**config.mk**
```make
export PLATFORM = sky130hd
export DESIGN_NAME = dual_dptr
export DESIGN_NICKNAME = d
export VERILOG_FILES = /design/src/rtl/dptr_pkg.sv /design/src/rtl/dptr_op_dec.sv /design/src/rtl/dptr_bank.sv /design/src/rtl/dptr_sel_ctl.sv /design/src/rtl/dual_dptr.sv
export SDC_FILE = /design/constraint.sdc
export NUM_CORES = 1
export LEC_CHECK = 0
export ABC_AREA = 1
export CORE_ASPECT_RATIO = 0.8
export CORE_MARGIN = 2
export CORE_UTILIZATION = 53
export CTS_CLUSTER_SIZE = 20
export DETAILED_ROUTE_END_ITERATION = 6
export PLACE_DENSITY = 0.83
export SYNTH_ARGS = -nofsm -noshare
export SYNTH_HDL_FRONTEND = slang
export SYNTH_SLANG_ARGS = --single-unit
export TNS_END_PERCENT = 30
```
**constraint.sdc**
```tcl
create_clock -name clk -period 1.8 [get_ports clk]
set_input_delay 0.36 -clock clk [delete_from_list [all_inputs] [get_ports clk]]
set_output_delay 0.36 -clock clk [all_outputs]
set_load 0.01 [all_outputs]
```
**src/rtl/dptr_pkg.sv**
```systemverilog
package dptr_pkg;

  localparam int NUM_PTR = 2;

  // Operation applied to the active pointer in one cycle.
  typedef enum logic [1:0] {
    OP_NONE = 2'd0,
    OP_LOAD = 2'd1,
    OP_INC  = 2'd2,
    OP_BYTE = 2'd3
  } ptr_op_e;

endpackage

```
**src/rtl/dptr_op_dec.sv**
```systemverilog
module dptr_op_dec
  import dptr_pkg::*;
(
  input  logic    load_i,
  input  logic    inc_i,
  input  logic    wr_lo_i,
  input  logic    wr_hi_i,
  output ptr_op_e op_o
);

  // Priority: full load over increment over byte writes.
  always_comb begin
    if (load_i)                op_o = OP_LOAD;
    else if (inc_i)            op_o = OP_INC;
    else if (wr_lo_i || wr_hi_i) op_o = OP_BYTE;
    else                       op_o = OP_NONE;
  end

  // at most one operation class is chosen, and load always dominates.
  always_comb begin
    if (load_i) begin
      a_r4_load_first: assert (op_o == OP_LOAD);
    end
  end

endmodule

```
**src/rtl/dptr_bank.sv**
```systemverilog
module dptr_bank
  import dptr_pkg::*;
#(
  parameter  int BYTE_W = 8,
  localparam int PTR_W  = 2 * BYTE_W
) (
  input  logic              clk,
  input  logic              rst_n,
  input  logic              sel_i,
  input  ptr_op_e           op_i,
  input  logic              wr_lo_i,
  input  logic              wr_hi_i,
  input  logic [BYTE_W-1:0] byte_data_i,
  input  logic [PTR_W-1:0]  load_data_i,
  output logic [PTR_W-1:0]  ptr_o
);

  localparam logic [PTR_W-1:0] ONE = {{(PTR_W-1){1'b0}}, 1'b1};

  logic [PTR_W-1:0] ptr_q;
  logic [PTR_W-1:0] ptr_d;
  logic             ptr_en;

  // Next-state
  always_comb begin
    ptr_d  = ptr_q;
    ptr_en = sel_i && (op_i != OP_NONE);
    unique case (op_i)
      OP_LOAD: ptr_d = load_data_i;
      OP_INC:  ptr_d = ptr_q + ONE;
      OP_BYTE: begin
        if (wr_lo_i) ptr_d[BYTE_W-1:0]     = byte_data_i;
        if (wr_hi_i) ptr_d[PTR_W-1:BYTE_W] = byte_data_i;
      end
      default: ptr_d = ptr_q;
    endcase
  end

  // Register
  always_ff @(posedge clk or negedge rst_n) begin
    if (!rst_n)      ptr_q <= '0;
    else if (ptr_en) ptr_q <= ptr_d;
  end

  assign ptr_o = ptr_q;

  // increment steps by one and wraps at the top.
  a_r5_inc_wrap: assert property (@(posedge clk) disable iff (!rst_n)
    (sel_i && op_i == OP_INC) |=> (ptr_q == $past(ptr_q) + ONE));

  // full load takes the supplied value.
  a_r4_load_value: assert property (@(posedge clk) disable iff (!rst_n)
    (sel_i && op_i == OP_LOAD) |=> (ptr_q == $past(load_data_i)));

  // a pointer that is not active holds its value.
  a_r6_idle_hold: assert property (@(posedge clk) disable iff (!rst_n)
    (!sel_i) |=> $stable(ptr_q));

  // a low-only byte write leaves the high half alone.
  a_r3_lo_keeps_hi: assert property (@(posedge clk) disable iff (!rst_n)
    (sel_i && op_i == OP_BYTE && !wr_hi_i) |=>
      (ptr_q[PTR_W-1:BYTE_W] == $past(ptr_q[PTR_W-1:BYTE_W])));

endmodule

```
**src/rtl/dptr_sel_ctl.sv**
```systemverilog
module dptr_sel_ctl (
  input  logic       clk,
  input  logic       rst_n,
  input  logic       ctl_wr_i,
  input  logic [1:0] ctl_wdata_i,
  input  logic       instr_done_i,
  output logic       sel_o,
  output logic       tgl_en_o
);

  logic sel_q, sel_d, tgl_q, tgl_d;
  logic sel_en;

  // Next-state: software write beats the automatic toggle.
  always_comb begin
    sel_d  = sel_q;
    tgl_d  = tgl_q;
    sel_en = 1'b0;
    if (ctl_wr_i) begin
      sel_d  = ctl_wdata_i[0];
      tgl_d  = ctl_wdata_i[1];
      sel_en = 1'b1;
    end else if (instr_done_i && tgl_q) begin
      sel_d  = ~sel_q;
      sel_en = 1'b1;
    end
  end

  always_ff @(posedge clk or negedge rst_n) begin
    if (!rst_n) begin
      sel_q <= 1'b0;
      tgl_q <= 1'b0;
    end else if (sel_en) begin
      sel_q <= sel_d;
      tgl_q <= tgl_d;
    end
  end

  assign sel_o    = sel_q;
  assign tgl_en_o = tgl_q;

  // an enabled strobe without a software write inverts the select.
  a_r8_auto_flip: assert property (@(posedge clk) disable iff (!rst_n)
    (instr_done_i && tgl_q && !ctl_wr_i) |=> (sel_q != $past(sel_q)));

  // without toggle-enable or a write, the select is steady.
  a_r9_no_flip: assert property (@(posedge clk) disable iff (!rst_n)
    (!ctl_wr_i && !tgl_q) |=> $stable(sel_q));

  // a software write always lands, even against a toggle.
  a_r10_sw_wins: assert property (@(posedge clk) disable iff (!rst_n)
    ctl_wr_i |=> (sel_q == $past(ctl_wdata_i[0]) && tgl_q == $past(ctl_wdata_i[1])));

endmodule

```
**src/rtl/dual_dptr.sv**
```systemverilog
module dual_dptr
  import dptr_pkg::*;
#(
  parameter  int BYTE_W = 8,
  localparam int PTR_W  = 2 * BYTE_W
) (
  input  logic              clk,
  input  logic              rst_n,
  input  logic [BYTE_W-1:0] byte_wdata,
  input  logic              wr_lo,
  input  logic              wr_hi,
  input  logic              load_req,
  input  logic [PTR_W-1:0]  load_data,
  input  logic              inc_req,
  input  logic              instr_done,
  input  logic              ctl_wr,
  input  logic [1:0]        ctl_wdata,
  output logic [PTR_W-1:0]  dptr,
  output logic [1:0]        ctl_rdata
);

  ptr_op_e                       op;
  logic                          sel;
  logic                          tgl_en;
  logic [NUM_PTR-1:0][PTR_W-1:0] ptr_bus;

  dptr_op_dec u_dec (
    .load_i  (load_req),
    .inc_i   (inc_req),
    .wr_lo_i (wr_lo),
    .wr_hi_i (wr_hi),
    .op_o    (op)
  );

  dptr_sel_ctl u_ctl (
    .clk          (clk),
    .rst_n        (rst_n),
    .ctl_wr_i     (ctl_wr),
    .ctl_wdata_i  (ctl_wdata),
    .instr_done_i (instr_done),
    .sel_o        (sel),
    .tgl_en_o     (tgl_en)
  );

  for (genvar g = 0; g < NUM_PTR; g++) begin : g_bank
    dptr_bank #(.BYTE_W(BYTE_W)) u_bank (
      .clk         (clk),
      .rst_n       (rst_n),
      .sel_i       (sel == 1'(g)),
      .op_i        (op),
      .wr_lo_i     (wr_lo),
      .wr_hi_i     (wr_hi),
      .byte_data_i (byte_wdata),
      .load_data_i (load_data),
      .ptr_o       (ptr_bus[g])
    );
  end

  assign dptr      = ptr_bus[sel];
  assign ctl_rdata = {tgl_en, sel};

  // the first cycle after reset shows a cleared pointer and control.
  a_r1_reset_clear: assert property (@(posedge clk)
    $rose(rst_n) |-> (dptr == '0 && ctl_rdata == 2'b00));

endmodule

```
# ---- After elaboration in Yosys (flattened, before gate mapping)
# Index checks and enable logic that the tools add are counted.
dict set report totals {
  register_bits 34
  inputBits 34
  out_inout_bits 18
  word_cells 41
}
dict set report op_classes {
  add_sub_neg 2
  magnitude_cmp 1
  eq_ne 5
  mux 13
  n_bitwise 1
  reduce_logical 13
}
# op n
set op_table {}
lappend op_table {{case mux 16 bit (3 select lines)} 2}
lappend op_table {{adder 16 x 1 -> 16 bit, second input constant} 2}
lappend op_table {{2-to-1 mux 16 bit} 2}
lappend op_table {{2-to-1 mux 8 bit} 2}
lappend op_table {{AND reduction 3 bit} 4}
lappend op_table {{2-to-1 mux 2 bit} 3}
lappend op_table {{== test 2 bit, second input constant} 2}
lappend op_table {{2-to-1 mux 1 bit} 4}
lappend op_table {{!= test 2 bit, second input constant} 2}
lappend op_table {{AND reduction 2 bit} 2}
lappend op_table {{nonzero test 2 bit} 2}
lappend op_table {{logical AND 1 bit} 3}
lappend op_table {{nonzero test 3 bit} 1}
lappend op_table {{== test 2 x 1 -> 1 bit, second input constant} 1}
lappend op_table {{< comparator 1 x 2 -> 1 bit, second input constant} 1}
lappend op_table {{logical OR 1 bit} 1}
lappend op_table {{inverter 1 bit} 1}

# ---- Logic depth before layout (Yosys ltp)
dict set report depth {
  ltp_word 7
  ltp_mapped 10
  mapped_depth_nobuf 9
}

# ---- Modules after synthesis
# A second synthesis with hierarchy kept.
dict set report unflattened {
  hier_cells 512
  hier_area_um2 3139.3
}
# module n_inst cells_per_inst area_per_inst_um2 seq_area_each_um2
set modules_own_cells {}
lappend modules_own_cells {dptr_bank 2 219 1376.3 400.4}
lappend modules_own_cells {dual_dptr 1 54 254.0 0.0}
lappend modules_own_cells {dptr_sel_ctl 1 16 106.4 50.0}
lappend modules_own_cells {dptr_op_dec 1 4 26.3 0.0}

# ---- Worst setup path before layout
# No wires, ideal clock.
dict set report synth_timing {
  path_kind {reg2out}
  startpoint {reg u_ctl.sel_q, in the netlist u_ctl.sel_o}
  endpoint {out dptr[11]}
  t_arrival_ns 0.982
  required_ns 1.440
  setup_slack_ns 0.458
  path_stages_with_launch 4
  n_path_buf 2
  path_cell_list {dfrtp_1 -> buf_2 -> clkbuf_1 -> o21ai_0}
}
dict set report synth_between {
  elab_chain_cells 2
}
# item line_no
set synth_rtl {}
lappend synth_rtl {{from (decl)} dptr_sel_ctl.sv:11} ;# logic sel_q, sel_d, tgl_q, tgl_d;
lappend synth_rtl {{from (signal assigned)} dptr_sel_ctl.sv:34} ;# sel_q <= sel_d;
lappend synth_rtl {{2-to-1 mux 16 bit (implied by the code) (2 in series)} dual_dptr.sv:59} ;# assign dptr = ptr_bus[sel];
lappend synth_rtl {{to (decl)} dual_dptr.sv:18} ;# output logic [PTR_W-1:0] dptr,
# Every way passes these cells. The select of a mux whose other input is x is not followed.

# ---- Final worst setup path
dict set report layout_timing {
  startpoint {reg u_ctl.sel_q, in the netlist u_ctl.sel_o}
  endpoint {out dptr[3]}
}
# Same word-level chain as after synthesis.

==> impl_metrics.csv <==
group,metric,value,unit
critical_path,timing_worst_setup_path_type,"register to output pin",
sta,post-route-min-period,1.73,ns
power_and_ir_drop,fin_total_pwr,3.23,mW
clocking,clock_path_buffers,2,
sta,period_share,0.962,
finish,layout_commonest_cell,"nand2_1",
finish,area_growth,27.1,%
synth,synth_cells,439,
synth,synth.area.mux_share,0,
worst_hold_path,hold_class,"primary input to async pin",
synth,syn_area,0.00271,sq mm
synth,synth_edf_count,0,
grt,grtUsageTotal,0.327,
die,die_h,67.9,um
synth,synth_seq_area_share,0.314,
finish,n_antenna_cell,0,
sta,worst_slew_pin_slew,0.445,ns
critical_path,reg2reg_slack,0.24,ns
sta,setup_slack,0.0677,ns
sta,setup_viol,0,
sta,finalMaxSlewViolations,0,
sta,hold_viol,0,
synth,synth_area_leader_cell,"dfrtp_1",
job,drv_cap,0,
power_and_ir_drop,leakage,1.75,nW
critical_path,r2r_cells,8,
critical_path,crit_arrival,1.37,ns
routing,drtPass1Iterations,5,
placed_design,preCtsSetupSlack,-0.0523,ns
finish,fin_util,0.691,
synth,synth_top_family_by_area,"simple AND/OR/NAND/NOR gates",
power_and_ir_drop,peakVddDrop,0.000554,V
die,start_util,0.544,
clocking,clkLatencyLatePin,0.30,ns
placed_design,portBuffers,51,
synth,synthSimpleGateAreaFrac,0.422,
sta,slew_headroom,0.703,
sta,fmax,0.577,GHz
run_status,run_status,"finished, final reports clean",
synth,synthXorXnorAreaFrac,0.00324,
clocking,clkSinkCount,34,
finish,fillCellCount,451,
synth,ys_types,29,
synth,synthAdderAreaFrac,0.00925,
synth,synth.top_cell.area_share,0.314,
sta,skew,0.00658,ns
critical_path,cp-start-kind,"register",
die,core_region_area,0.00498,sq mm
finish,fin_nets,540,
routing,drc,0,
clocking,post-cts-setup-buffers,0,
die,ios,52,
synth,ys_ff_latch,34,
synth,synthArstFlopShare,1.00,
clocking,cts_buffers,5,
routing,wl_per_cell,15.6,um
grt,grt-ovfl-total,0,
finish,drive_above_1_share,0.103,
critical_path,cp_max_fo,34,
routing,vias,3112,
placed_design,routabilityCongestion,0.966,
sta,rsz0062_at_grt,"no",
placed_design,place_hpwl,6.92,mm
sta,hold_ws,0.471,ns
clocking,htree_levels,2,
critical_path,timing.rr.end,"g_bank[0].u_bank.ptr_o[8]$_DFFE_PN0P_",
routing,vias_per_cell,5.50,
die,core.rowCount,23,
routing,drt_iter0_drc,331,
clocking,cts_tree,"built",
grt,grt_pass1_vias,2735,
clocking,ctsRootBufferMaster,"clkbuf_8",
grt,antenna_found_initial,0,
synth,syn_avg_cell_area,6.16,sq um
synth,synth.area.top_cells,"dfrtp_1 31%, nand2_1 17%, nand3_1 8.7%, nor2_1 8.5%, inv_1 7.9%",
power_and_ir_drop,p_per_area,940,mW/mm^2
critical_path,cp-endpoint,"dptr[3]",
synth,ys_warn_count,0,
critical_path,rr_startpoint,"g_bank[0].u_bank.ptr_o[0]$_DFFE_PN0P_",
clocking,clk_pin_slew_worst_paths,0.07,ns
grt,grt_first_pass_wirelength,14.1,mm
critical_path,crit_required,1.44,ns
die,dieArea,0.00570,sq mm
critical_path,crit_path_end_kind,"output pin",
die,die_w,83.9,um
synth,syn-num-nets,475,
routing,drtAntennaViolNets,0,
routing,drt-total-wl,8.81,mm
grt,grt_max_degree,35,
critical_path,crit_start,"u_ctl.sel_o$_DFFE_PN0N_",
synth,synth_compound_area_frac,0.132,
finish,mostFrequentLayoutCells,"119 x nand2_1, 60 x nor2_1, 56 x inv_1",
synth,synth_ff_type,"dfrtp_1",
-- flip-flops by register name, indices dropped and copies added, names as in the netlist --
| register | count |
|---|---|
| g_bank.u_bank.ptr_o | 32 |
| u_ctl.sel_o | 1 |
| u_ctl.tgl_en_o | 1 |
-- cells by family (layout without fill, tap and decap cells) --
| kind of cell | count (synthesis) | count (layout) |
|---|---|---|
| AOI/OAI and AO/OA | 66 | 66 |
| xor gates and xnor gates | 1 | 1 |
| adders and majority gates | 2 | 2 |
| buffers and inverters | 76 | 141 |
| DFF | 34 | 34 |
| and+or+nand+nor | 260 | 260 |
-- worst max-delay path, cell delays in order (launching register included) --
cell and delay, ns:
dfrtp_1 0.40, buf_12 0.17, o21ai_0 0.21, dlygate4sd2_1 0.30
-- power breakdown --
part / total [mW] / switching (mW) / internal, mW
clock network: 0.560 / 0.294 / 0.265
logic: 1.46 / 0.869 / 0.593
registers: 1.21 / 0.260 / 0.953
-- synthesized netlist by cell type, types with 2 or more instances --
cell type	instances
nor2_4	3
nor2_1	61
dfrtp_1	34
nor2_2	3
a21oi_1	18
inv_1	57
nand4_1	13
o21ai_0	36
nand3_2	2
nor3_1	3
o21bai_2	2
buf_6	2
nand2_2	6
nand3_1	47
a31oi_1	6
buf_2	3
ha_1	2
buf_4	5
nand2_1	119
clkbuf_1	4
inv_2	5
-- final cells by class --
type	instances	area [sq um]	area share
clock buffers	6	72.6	0.0211
clock inverters	1	7.51	0.00218
inverters	62	233	0.0676
multi-input cells	329	1540	0.446
flip-flops and latches	34	851	0.247
well taps	62	77.6	0.0225
repair buffers	72	664	0.193
-- layer usage --
metal  global-route usage  wire length, um
met2                0.496             3850
met1                0.486             4280
met4               0.0726               89
met3               0.0651              590
met5                    0                0
-- how the worst min path moves through the flow --
stage | startpoint | endpoint | slack, ns | cells past startpoint
after floorplan | rst_n | g_bank[0].u_bank.ptr_o[0]$_DFFE_PN0P_ | 0.06 | 0
after global placement | u_ctl.tgl_en_o$_DFFE_PN0P_ | u_ctl.tgl_en_o$_DFFE_PN0P_ | 0.48 | 2
after detailed placement | u_ctl.tgl_en_o$_DFFE_PN0P_ | u_ctl.tgl_en_o$_DFFE_PN0P_ | 0.50 | 2
after CTS | rst_n | g_bank[1].u_bank.ptr_o[2]$_DFFE_PN0P_ | 0.50 | 2
after global routing | rst_n | g_bank[1].u_bank.ptr_o[0]$_DFFE_PN0P_ | 0.52 | 2
final | rst_n | g_bank[1].u_bank.ptr_o[2]$_DFFE_PN0P_ | 0.47 | 2
-- repair_timing --
action	CTS	global route
hold buffers	0	0
gates resized for setup	20	3
pin swaps	0	0
endpoints found under the hold margin	0	0
setup endpoints to repair	16	3
-- per-stage QoR --
stage | TNS, ns | std cells | area (sq um)
after floorplan | 0 | 439 | 2710
after global placement | -0.118 | 559 | 3370
after detailed placement | -0.224 | 559 | 3370
after CTS | 0 | 566 | 3430
after global routing | 0 | 566 | 3440
final | 0 | 566 | 3440
No activity file was read; power rests on OpenSTA's default activity.
